`src/rtl/msc_pkg.sv`:
```
package msc_pkg;
   localparam int NUM_LINES = 4;

   // line index inside the level / change vectors (status bit = index, level = index + 4)
   localparam int LN_CTS = 0;
   localparam int LN_DSR = 1;
   localparam int LN_RI  = 2;
   localparam int LN_DCD = 3;

   // control register bit positions
   localparam int CB_DTR  = 0;
   localparam int CB_RTS  = 1;
   localparam int CB_AUX1 = 2;
   localparam int CB_AUX2 = 3;
   localparam int CB_LOOP = 4;

   typedef logic [NUM_LINES-1:0] line_vec_t;
endpackage

```
`src/rtl/msc_sync.sv`:
```
module msc_sync #(
   parameter int              WIDTH   = 4,
   parameter int              STAGES  = 2,
   parameter logic [WIDTH-1:0] RST_VAL = '1
) (
   input  logic             clk,
   input  logic             rst_n,
   input  logic [WIDTH-1:0] d,
   output logic [WIDTH-1:0] q
);
   generate
      if (STAGES < 2) begin : g_bad_stages
         $error("msc_sync: STAGES must be at least 2");
      end
      if (WIDTH < 1) begin : g_bad_width
         $error("msc_sync: WIDTH must be positive");
      end
   endgenerate

   logic [WIDTH-1:0] chain [STAGES];

   always_ff @(posedge clk or negedge rst_n) begin
      if (!rst_n) begin
         for (int i = 0; i < STAGES; i++) chain[i] <= RST_VAL;
      end else begin
         chain[0] <= d;
         for (int i = 1; i < STAGES; i++) chain[i] <= chain[i-1];
      end
   end

   assign q = chain[STAGES-1];
endmodule

```
`src/rtl/msc_delta.sv`:
```
module msc_delta #(
   parameter int                   LINES      = 4,
   parameter logic [LINES-1:0]     TRAIL_MASK = '0
) (
   input  logic             clk,
   input  logic             rst_n,
   input  logic [LINES-1:0] act,
   input  logic             rd,
   output logic [LINES-1:0] lvl_q,
   output logic [LINES-1:0] dlt_q
);
   generate
      if (LINES < 1) begin : g_bad_lines
         $error("msc_delta: LINES must be positive");
      end
   endgenerate

   logic [LINES-1:0] hit;

   generate
      for (genvar g = 0; g < LINES; g++) begin : g_line
         if (TRAIL_MASK[g]) begin : g_trail
            // only asserted -> deasserted counts
            assign hit[g] = lvl_q[g] & ~act[g];

            AST_TRAIL_ONLY: assert property (@(posedge clk) disable iff (!rst_n)
               !lvl_q[g] && !dlt_q[g] |=> !dlt_q[g]);
         end else begin : g_any
            assign hit[g] = lvl_q[g] ^ act[g];
         end

         AST_FLAG_STICKY: assert property (@(posedge clk) disable iff (!rst_n)
            dlt_q[g] && !rd |=> dlt_q[g]);
         AST_READ_CLEARS: assert property (@(posedge clk) disable iff (!rst_n)
            rd && !hit[g] |=> !dlt_q[g]);
         AST_HIT_KEPT: assert property (@(posedge clk) disable iff (!rst_n)
            hit[g] |=> dlt_q[g]);
      end
   endgenerate

   always_ff @(posedge clk or negedge rst_n) begin
      if (!rst_n) begin
         lvl_q <= '0;
         dlt_q <= '0;
      end else begin
         lvl_q <= act;
         // a fresh hit outranks the read clear
         dlt_q <= (dlt_q & ~{LINES{rd}}) | hit;
      end
   end
endmodule

```
`src/rtl/msc_ctrl.sv`:
```
module msc_ctrl
   import msc_pkg::*;
#(
   parameter int CTRL_W = 5,
   parameter int DATA_W = 8
) (
   input  logic              clk,
   input  logic              rst_n,
   input  logic              wr,
   input  logic [DATA_W-1:0] wdata,
   output logic [CTRL_W-1:0] ctrl_q,
   output logic              loop_en,
   output line_vec_t         loop_src,
   output logic              rts_n,
   output logic              dtr_n
);
   generate
      if (CTRL_W < CB_LOOP + 1 || CTRL_W > DATA_W) begin : g_bad_w
         $error("msc_ctrl: CTRL_W must hold the loop bit and fit the data bus");
      end
   endgenerate

   always_ff @(posedge clk or negedge rst_n) begin
      if (!rst_n) ctrl_q <= '0;
      else if (wr) ctrl_q <= wdata[CTRL_W-1:0];
   end

   assign loop_en = ctrl_q[CB_LOOP];

   always_comb begin
      loop_src         = '0;
      loop_src[LN_CTS] = ctrl_q[CB_RTS];
      loop_src[LN_DSR] = ctrl_q[CB_DTR];
      loop_src[LN_RI]  = ctrl_q[CB_AUX1];
      loop_src[LN_DCD] = ctrl_q[CB_AUX2];
   end

   assign rts_n = loop_en | ~ctrl_q[CB_RTS];
   assign dtr_n = loop_en | ~ctrl_q[CB_DTR];

   AST_LOOP_OUT_IDLE: assert property (@(posedge clk) disable iff (!rst_n)
      wr && wdata[CB_LOOP] |=> rts_n && dtr_n);
   AST_DTR_FOLLOWS: assert property (@(posedge clk) disable iff (!rst_n)
      wr && !wdata[CB_LOOP] |=> dtr_n == !$past(wdata[CB_DTR]));
   AST_RTS_FOLLOWS: assert property (@(posedge clk) disable iff (!rst_n)
      wr && !wdata[CB_LOOP] |=> rts_n == !$past(wdata[CB_RTS]));
endmodule

```
`src/rtl/modem_ctl.sv`:
```
module modem_ctl
   import msc_pkg::*;
#(
   parameter int SYNC_STAGES = 2,
   parameter int CTRL_W      = 5,
   parameter int DATA_W      = 8,
   parameter bit RI_TRAILING = 1'b1
) (
   input  logic              clk,
   input  logic              rst_n,
   input  logic              cts_n,
   input  logic              dsr_n,
   input  logic              ri_n,
   input  logic              dcd_n,
   input  logic              ctrl_wr,
   input  logic [DATA_W-1:0] ctrl_wdata,
   output logic [DATA_W-1:0] ctrl_rdata,
   input  logic              stat_rd,
   output logic [DATA_W-1:0] stat_rdata,
   input  logic              msi_en,
   output logic              rts_n,
   output logic              dtr_n,
   output logic              irq
);
   localparam int STAT_W = 2 * NUM_LINES;
   localparam line_vec_t TRAIL_MASK = RI_TRAILING ? line_vec_t'(1 << LN_RI) : '0;

   generate
      if (DATA_W < STAT_W) begin : g_bad_data_w
         $error("modem_ctl: DATA_W must hold levels and flags");
      end
   endgenerate

   line_vec_t         pin_n;
   line_vec_t         sync_n;
   line_vec_t         loop_src;
   line_vec_t         act;
   line_vec_t         lvl_q;
   line_vec_t         dlt_q;
   logic [CTRL_W-1:0] ctrl_q;
   logic              loop_en;

   always_comb begin
      pin_n         = '1;
      pin_n[LN_CTS] = cts_n;
      pin_n[LN_DSR] = dsr_n;
      pin_n[LN_RI]  = ri_n;
      pin_n[LN_DCD] = dcd_n;
   end

   msc_sync #(.WIDTH(NUM_LINES), .STAGES(SYNC_STAGES), .RST_VAL('1)) u_sync (
      .clk (clk),
      .rst_n (rst_n),
      .d (pin_n),
      .q (sync_n)
   );

   msc_ctrl #(.CTRL_W(CTRL_W), .DATA_W(DATA_W)) u_ctrl (
      .clk (clk),
      .rst_n (rst_n),
      .wr (ctrl_wr),
      .wdata (ctrl_wdata),
      .ctrl_q (ctrl_q),
      .loop_en (loop_en),
      .loop_src (loop_src),
      .rts_n (rts_n),
      .dtr_n (dtr_n)
   );

   assign act = loop_en ? loop_src : ~sync_n;

   msc_delta #(.LINES(NUM_LINES), .TRAIL_MASK(TRAIL_MASK)) u_delta (
      .clk (clk),
      .rst_n (rst_n),
      .act (act),
      .rd (stat_rd),
      .lvl_q (lvl_q),
      .dlt_q (dlt_q)
   );

   always_comb begin
      stat_rdata                     = '0;
      stat_rdata[NUM_LINES-1:0]      = dlt_q;
      stat_rdata[STAT_W-1:NUM_LINES] = lvl_q;
      ctrl_rdata                     = '0;
      ctrl_rdata[CTRL_W-1:0]         = ctrl_q;
   end

   assign irq = msi_en & (|dlt_q);

   AST_IRQ_HAS_FLAG: assert property (@(posedge clk) disable iff (!rst_n)
      irq |-> msi_en && (|stat_rdata[NUM_LINES-1:0]));
   AST_LOOP_CTS_SRC: assert property (@(posedge clk) disable iff (!rst_n)
      loop_en && $stable(ctrl_q) |=> stat_rdata[NUM_LINES+LN_CTS] == $past(ctrl_q[CB_RTS]));
   AST_LOOP_DSR_SRC: assert property (@(posedge clk) disable iff (!rst_n)
      loop_en && $stable(ctrl_q) |=> stat_rdata[NUM_LINES+LN_DSR] == $past(ctrl_q[CB_DTR]));
endmodule

```
`config.mk`:
```
export PLATFORM = sky130hd
export DESIGN_NAME = modem_ctl
export DESIGN_NICKNAME = d
export VERILOG_FILES = /design/src/rtl/msc_pkg.sv /design/src/rtl/msc_sync.sv /design/src/rtl/msc_delta.sv /design/src/rtl/msc_ctrl.sv /design/src/rtl/modem_ctl.sv
export SDC_FILE = /design/constraint.sdc
export NUM_CORES = 1
export LEC_CHECK = 0
export BUFFER_PORTS_ARGS = -buffer_cell sky130_fd_sc_hd__buf_4
export CAP_MARGIN = 5
export CORE_ASPECT_RATIO = 0.6
export CORE_UTILIZATION = 25
export DETAILED_ROUTE_END_ITERATION = 7
export PLACE_DENSITY = 0.47
export RECOVER_POWER = 25
export SETUP_SLACK_MARGIN = 0.5
export SLEW_MARGIN = 10
export SYNTH_ARGS = -nofsm -noshare
export SYNTH_HDL_FRONTEND = slang
export SYNTH_SLANG_ARGS = --single-unit
```
`constraint.sdc`:
```
create_clock -name clk -period 1.13 [get_ports clk]
set_input_delay 0.226 -clock clk [delete_from_list [all_inputs] [get_ports clk]]
set_output_delay 0.226 -clock clk [all_outputs]
set_load 0.02 [all_outputs]
```
Word-level counts from Yosys, hierarchy flattened
Cells that the tools add are included.

Output and inout port bits: 19. Logic and storage cells: 21. Bits of input ports: 17. Flip-flop bits (word level): 21.

Bitwise gates (word level): 14. Mux-type cells: 1. Reductions and logical operators: 1.

Operators by type and width (number): NOT 4 bit (2); AND 4 bit (1); 2-to-1 mux 4 bit (1); OR 4 bit (1); OR reduction 4 bit (1); NOT 1 bit (3); XOR 1 bit (3); AND 1 bit (2); OR 1 bit (2).

Logic depth before layout (Yosys ltp)
Gate-level depths: netlist (run 1).

Depth after elaboration: 5. Mapped depth: 4. Gate-level depth less buffers: 3.

Hierarchy
Synthesis (run 1) repeated with hierarchy kept, for this count alone.

Cell total of the unflattened synthesis: 62. Area total of the unflattened synthesis: 810.8 µm².

By module, submodules not included: msc_delta (times used 1, seq. area each 200.2 µm², area each 266.5 µm², cells an instance 20); msc_sync (times used 1, seq. area each 210.2 µm², area each 240.2 µm², cells an instance 12); msc_ctrl (times used 1, seq. area each 125.1 µm², area each 231.5 µm², cells an instance 17); modem_ctl (times used 1, seq. area each 0.0 µm², area each 72.6 µm², cells an instance 13).

Worst setup path before layout (run 1)
OpenSTA, ideal clock, no wires.

Path kind: register to output. Start point: register u_delta.dlt_q[1]. End point: output port irq. Cell stages (with the launch flop): 2. Buffers on the path: 0. Data required time: 0.904 ns. Path slack: -0.065 ns. Data arrival time: 0.969 ns. Cells stage by stage: dfrtp_1 -> o41a_1.

Cells in the longest elaborated chain, start to end: 2.

Ends and longest elaborated chain: from (decl) (line msc_delta.sv:10) `output logic [LINES-1:0] dlt_q`; from (signal assigned) (line msc_delta.sv:48) `dlt_q <= (dlt_q & ~{LINES{rd}}) | hit;`; OR reduction 4 bit (line modem_ctl.sv:89) `assign irq = msi_en & (|dlt_q);`; AND 1 bit (line modem_ctl.sv:89); to (decl) (line modem_ctl.sv:23) `output logic irq`.

No other way between the ends.

Worst setup path after layout (run 1)
Start point: register u_delta.dlt_q[2]. End point: output port irq.

Same word-level chain as after synthesis.

==> reports/metrics.csv, run 1 <==
metric,value,unit
p_sw,0.000594,W
finalMaxSlewViolations,0,
finalHoldViolations,13,
period_share,129,%
ys_seq_elements,21,
reg2reg_to,u_delta.dlt_q[3],
final_core_util,47.5,%
cts-htree-levels,1,
clk_pin_slew_worst_paths,0.07,ns
timing.rr.start,u_ctrl.ctrl_q[4],
violations,"hold timing, setup timing",
fin_skew,0.000617,ns
fin_ws,-0.325,ns
cp-end-kind,output port,
p_seq_share,43.9,%
initial_utilization,27.3,%
grt-ovfl-total,0,
area_delta_synth_final,73.8,%
final_common_cell,buf_6,
crit_buf_inv,1,
rsz0062_at_grt,true,
vias_per_cell,3.95,
dp.final_hpwl,1.20,mm
grt_max_degree,22,
antenna_found_initial,0,
worstPathMaxFanout,2,
dp_slack,-0.0403,ns
path_class,reg2out,
cap_violations,0,
yosysSeqAreaShare,65.6,%
slowest_stage,o41a_1,
final_cell_mix,"buf_6, buf_4, dfrtp_2",
power,0.00211,W
critical-path-top-delay-family,compound AO/OA/AOI/OAI gates,
syn_area_per_cell,13.8,um2
finalWeightedCongestion,0.696,
yosys_warnings,0,
grt_usage,11.7,%
first_iter_violations,9,
setup_violations,7,
power.density,1490,mW/mm2
dieWidth,75.7,um
cp.depth,2,
combPwrFrac,33.2,%
clockPowerShare,22.8,%
max-slew-margin-rel,65.2,%
syn_area,816,um2
critPathArrivalTime,1.23,ns
cts_tree,built,
avgRoutedWirePerCell,11.7,um
tightest_slew,0.523,ns
required,0.90,ns
startpoint_type,flop,
remaining_drc_errors,0,
syn_inst,59,
max_stage_delay,0.43,ns
grt_pass1_wl,2.86,mm
first_pass_iters,2,
drive_gt1_share,80.0,%
vias,580,
whs,-0.0676,ns
finalCriticalPeriod,1.45,ns
root_buffer,clkbuf_8,
status,finished with violations,
cts-buffers-inserted,3,
worstSkewPairLatency,0.25,ns
port_buffers,29,
worstPathCellList,o41a_1 -> buf_6,
io_pins,36,
fmax,0.687,GHz
fin_nets,123,
worst_ir_drop_vdd,0.832,mV
min_path_type,in2async,
die_y,46.3,um
drt_wl_total,1.72,mm
leakage,0.649,nW
grt_pass1_vias,607,
cts_buffer_depth,2,
synth_cell_types,20,
fp.dieArea,0.00350,mm2
placementRows,15,
antenna_left,0,
antenna_cells,0,
clock-sinks,21,
reg2regPathDepth,4,
core_region_area,0.00298,mm2
p_int,0.00151,W
sw_frac_of_total,28.2,%
r2r_setup_slack,0.02,ns
cell type report:
| type | instances | area [um2] |
|---|---|---|
| Clock buffer | 4 | 45.0 |
| Fill cell | 275 | 1570 |
| Inverter | 3 | 11.3 |
| Multi-Input combinational cell | 32 | 313 |
| Sequential cell | 21 | 552 |
| Tap cell | 42 | 52.6 |
| Timing Repair Buffer | 45 | 444 |
cells by family (layout without fill, tap and decap cells):
group,count (synthesis),in the layout,synth area share (%)
multiplexers,8,8,10.9
buffers and inverters,8,52,6.44
other,1,3,0.460
AO/OA/AOI/OAI,6,6,6.75
flip-flops,21,21,65.6
AND/OR/NAND/NOR,15,15,9.82
power groups by stage:
stage                     sequential (W)  clock, W  combinational, W
after detailed placement        0.000936         0          0.000494
final                           0.000926  0.000481          0.000701
after CTS                       0.000927  0.000500          0.000694
after global routing            0.000938  0.000539          0.000751
after global placement          0.000931         0          0.000488
after floorplan                  0.00100         0          0.000194
registers in the layout (all words and copies together) (netlist names):
signal	count
u_ctrl.ctrl_q	5
u_delta.dlt_q	4
u_delta.lvl_q	4
u_sync.chain	4
u_sync.q	4
Yosys cell counts:
cell type   n  area, um2
o22ai_2     1       12.5
mux2i_2     1       13.8
nor2_1      3       11.3
conb_1      1       3.75
and2b_1     1       7.51
nand2_1     3       11.3
dfrtp_1    13        325
nand2_2     1       6.26
buf_4       4       30.0
mux2_1      3       33.8
buf_6       1       11.3
inv_1       3       11.3
mux2_2      1       11.3
mux2i_1     3       30.0
dfstp_2     8        210
o41a_1      1       11.3
o21ai_0     1       5.00
o21ai_2     3       26.3
nand2b_1    2       12.5
nor2b_1     5       31.3
routing by layer:
layer	vias to the layer above	part of all wire, %	routed length [um]	track usage (%)
li1	280	-	-	-
met2	28	43	737	17.3
met3	2	8.8	151	5.47
met5	-	0	0	0
met4	0	0.35	6	2.22
met1	270	48	827	15.8
worst max-delay path by stage:
stage                     start   to  slack (ns)
3_5_place_dp   u_delta.dlt_q[2]  irq       -0.04
6_report       u_delta.dlt_q[2]  irq       -0.32
4_1_cts        u_delta.dlt_q[2]  irq       -0.33
3_3_place_gp   u_delta.dlt_q[2]  irq       -0.05
2_1_floorplan  u_delta.dlt_q[2]  irq       -0.05
5_1_grt        u_delta.dlt_q[2]  irq       -0.37
stage by stage:
step | cells | TNS (ns) | instance area [um2]
after floorplan | 61 | -0.0507 | 873
after global routing | 147 | -1.20 | 1420
after detailed placement | 133 | -0.0426 | 1140
final | 147 | -0.773 | 1420
after CTS | 146 | -0.765 | 1410
after global placement | 133 | -0.0468 | 1140
what timing repair did:
action / in CTS / in global routing
pin swaps: 2 / 3
setup endpoints to repair: 29 / 29
hold endpoints to repair: 13 / 13
setup buffers: 9 / 1
gates resized for setup: 36 / 1
(Power assumes the default switching activity.)
==> inputs of run 2 (changes only) <==
--- a/config.mk
+++ b/config.mk
@@ -13,6 +13,7 @@
 export PLACE_DENSITY = 0.47
 export RECOVER_POWER = 25
 export SETUP_SLACK_MARGIN = 0.5
+export SKIP_CTS_REPAIR_TIMING = 1
 export SLEW_MARGIN = 10
 export SYNTH_ARGS = -nofsm -noshare
 export SYNTH_HDL_FRONTEND = slang
==> reports/metrics.csv, run 2 (synthesis gave the netlist of run 1 again) <==
metric,value,unit,change
final_common_cell,buf_6,,unchanged
fin_ws,-0.318,ns,was -0.325 ns
finalWeightedCongestion,0.696,,unchanged
antenna_left,0,,unchanged
use_met3,5.69,%,was 5.47%
regArea,552,um2,unchanged
reg2regPathDepth,5,,was 4
fmax,0.691,GHz,was 0.687 GHz
timing.rr.start,u_ctrl.ctrl_q[4],,unchanged
first_pass_iters,3,,was 2
r2r_setup_slack,-0.06,ns,was 0.02 ns
period_share,128,%,was 129%
tightest_slew,0.520,ns,was 0.523 ns
reg2reg_to,u_delta.dlt_q[2],,was u_delta.dlt_q[3]
cts_tree,built,,unchanged
min_path_type,in2async,,unchanged
max-slew-margin-rel,65.4,%,was 65.2%
violations,"hold timing, setup timing",,unchanged
antenna_cells,0,,unchanged
fp.dieArea,0.00350,mm2,unchanged
remaining_drc_errors,0,,unchanged
placed_cell_area,0.00114,mm2,unchanged
drt_wl_total,1.62,mm,was 1.72 mm
clk_pin_slew_worst_paths,0.07,ns,about the same
cts-htree-levels,1,,unchanged
drive_gt1_share,81.0,%,was 80.0%
vias_per_cell,3.86,,was 3.95
finalMaxSlewViolations,0,,unchanged
cts-buffers-inserted,3,,unchanged
setup_violations,7,,unchanged
whs,-0.0680,ns,was -0.0676 ns
cap_violations,0,,unchanged
fillers,270,,was 275
grt-ovfl-total,0,,unchanged
final_core_util,47.5,%,about the same
vias,568,,was 580
finalCriticalPeriod,1.45,ns,about the same
grtUsageMet2,15.0,%,was 17.3%
power.density,1470,mW/mm2,was 1490 mW/mm2
fin_skew,0.000583,ns,was 0.000617 ns
use_met1,14.0,%,was 15.8%
multi_input_area,320,um2,was 313 um2
placementRows,15,,unchanged
tns,-0.644,ns,was -0.773 ns
avgRoutedWirePerCell,11.0,um,was 11.7 um
fin_area,0.00142,mm2,about the same
startpoint_type,flop,,unchanged
clock-sinks,21,,unchanged
dp.final_hpwl,1.20,mm,unchanged
cts_buffer_depth,2,,unchanged
port_buffers,29,,unchanged
regMostFlops,u_ctrl.ctrl_q,,unchanged
die_y,46.3,um,unchanged
io_pins,36,,unchanged
grt_max_degree,22,,unchanged
cp-end-kind,output port,,unchanged
grt_usage,10.5,%,was 11.7%
grt-busiest-layer,met2,,unchanged
rsz0062_at_grt,true,,unchanged
final_cell_mix,"buf_6, buf_4, dfrtp_2",,unchanged
area_delta_synth_final,73.6,%,was 73.8%
required,0.90,ns,about the same
antenna_found_initial,0,,unchanged
worstPathMaxFanout,2,,unchanged
worstSkewPairLatency,0.25,ns,about the same
first_iter_violations,10,,was 9
initial_utilization,27.3,%,unchanged
fin_nets,123,,unchanged
worst_ir_drop_vdd,0.835,mV,was 0.832 mV
largest_reg_flops,5,,unchanged
grt_pass1_wl,2.58,mm,was 2.86 mm
grt_pass1_vias,552,,was 607
path_class,reg2out,,unchanged
root_buffer,clkbuf_8,,unchanged
finalHoldViolations,13,,unchanged
status,finished with violations,,unchanged
critPathArrivalTime,1.22,ns,was 1.23 ns
dieWidth,75.7,um,unchanged
leakage,0.651,nW,was 0.649 nW
core_region_area,0.00298,mm2,unchanged
## run 2: cell count changes in the layout (fill, tap and decap cells not counted)
cell | previous run | this run
buf_6 | 29 | 26
o21ai_1 | 1 | 0
buf_4 | 15 | 18
o21ai_2 | 0 | 1
inv_4 | 0 | 1
mux2_4 | 3 | 4
mux2_2 | 1 | 0
inv_2 | 1 | 0
## run 2: worst max path at each step
stage                to  slack, ns             start  depth (start not counted)
floorplan           irq      -0.05  u_delta.dlt_q[2]                          1
global placement    irq      -0.05  u_delta.dlt_q[2]                          2
detailed placement  irq      -0.04  u_delta.dlt_q[2]                          2
CTS                 irq      -0.34  u_delta.dlt_q[2]                          2
global route        irq      -0.36  u_delta.dlt_q[2]                          2
finish              irq      -0.32  u_delta.dlt_q[2]                          2
## run 2: critical path, stage by stage, from the launching register on
cell and delay (ns):
dfrtp_2 0.40, o41a_1 0.43, buf_6 0.14
## run 2: layout make-up
cell class	count	area share, %
Clock buffer	4	3.18
Timing Repair Buffer	45	30.6
Sequential cell	21	39.0
Inverter	3	0.972
Multi-Input combinational cell	32	22.6
Tap cell	42	3.71
## run 2: routing by layer
metal	routed length, um	part of all wire [%]	up-vias
met3	144	8.9	2
met5	0	0	-
met1	777	48	263
met2	692	43	27
met4	6	0.37	0
li1	-	-	276
## run 2: power breakdown
part / switching [W] / internal, W / total (W) / leakage, nW
logic: 0.000280 / 0.000387 / 0.000667 / 0.406
registers: 0.0000737 / 0.000856 / 0.000930 / 0.223
clock network: 0.000228 / 0.000251 / 0.000479 / 0.0228
## run 2: per-stage QoR
stage / total power [W] / worst slack, ns / std cells / hold slack (ns)
global placement: 0.00142 / -0.0468 / 133 / 0.123
CTS: 0.00192 / -0.338 / 137 / -0.153
floorplan: 0.00120 / -0.0507 / 61 / -0.0696
global route: 0.00220 / -0.362 / 147 / -0.0304
detailed placement: 0.00143 / -0.0403 / 133 / 0.126
finish: 0.00208 / -0.318 / 147 / -0.0680
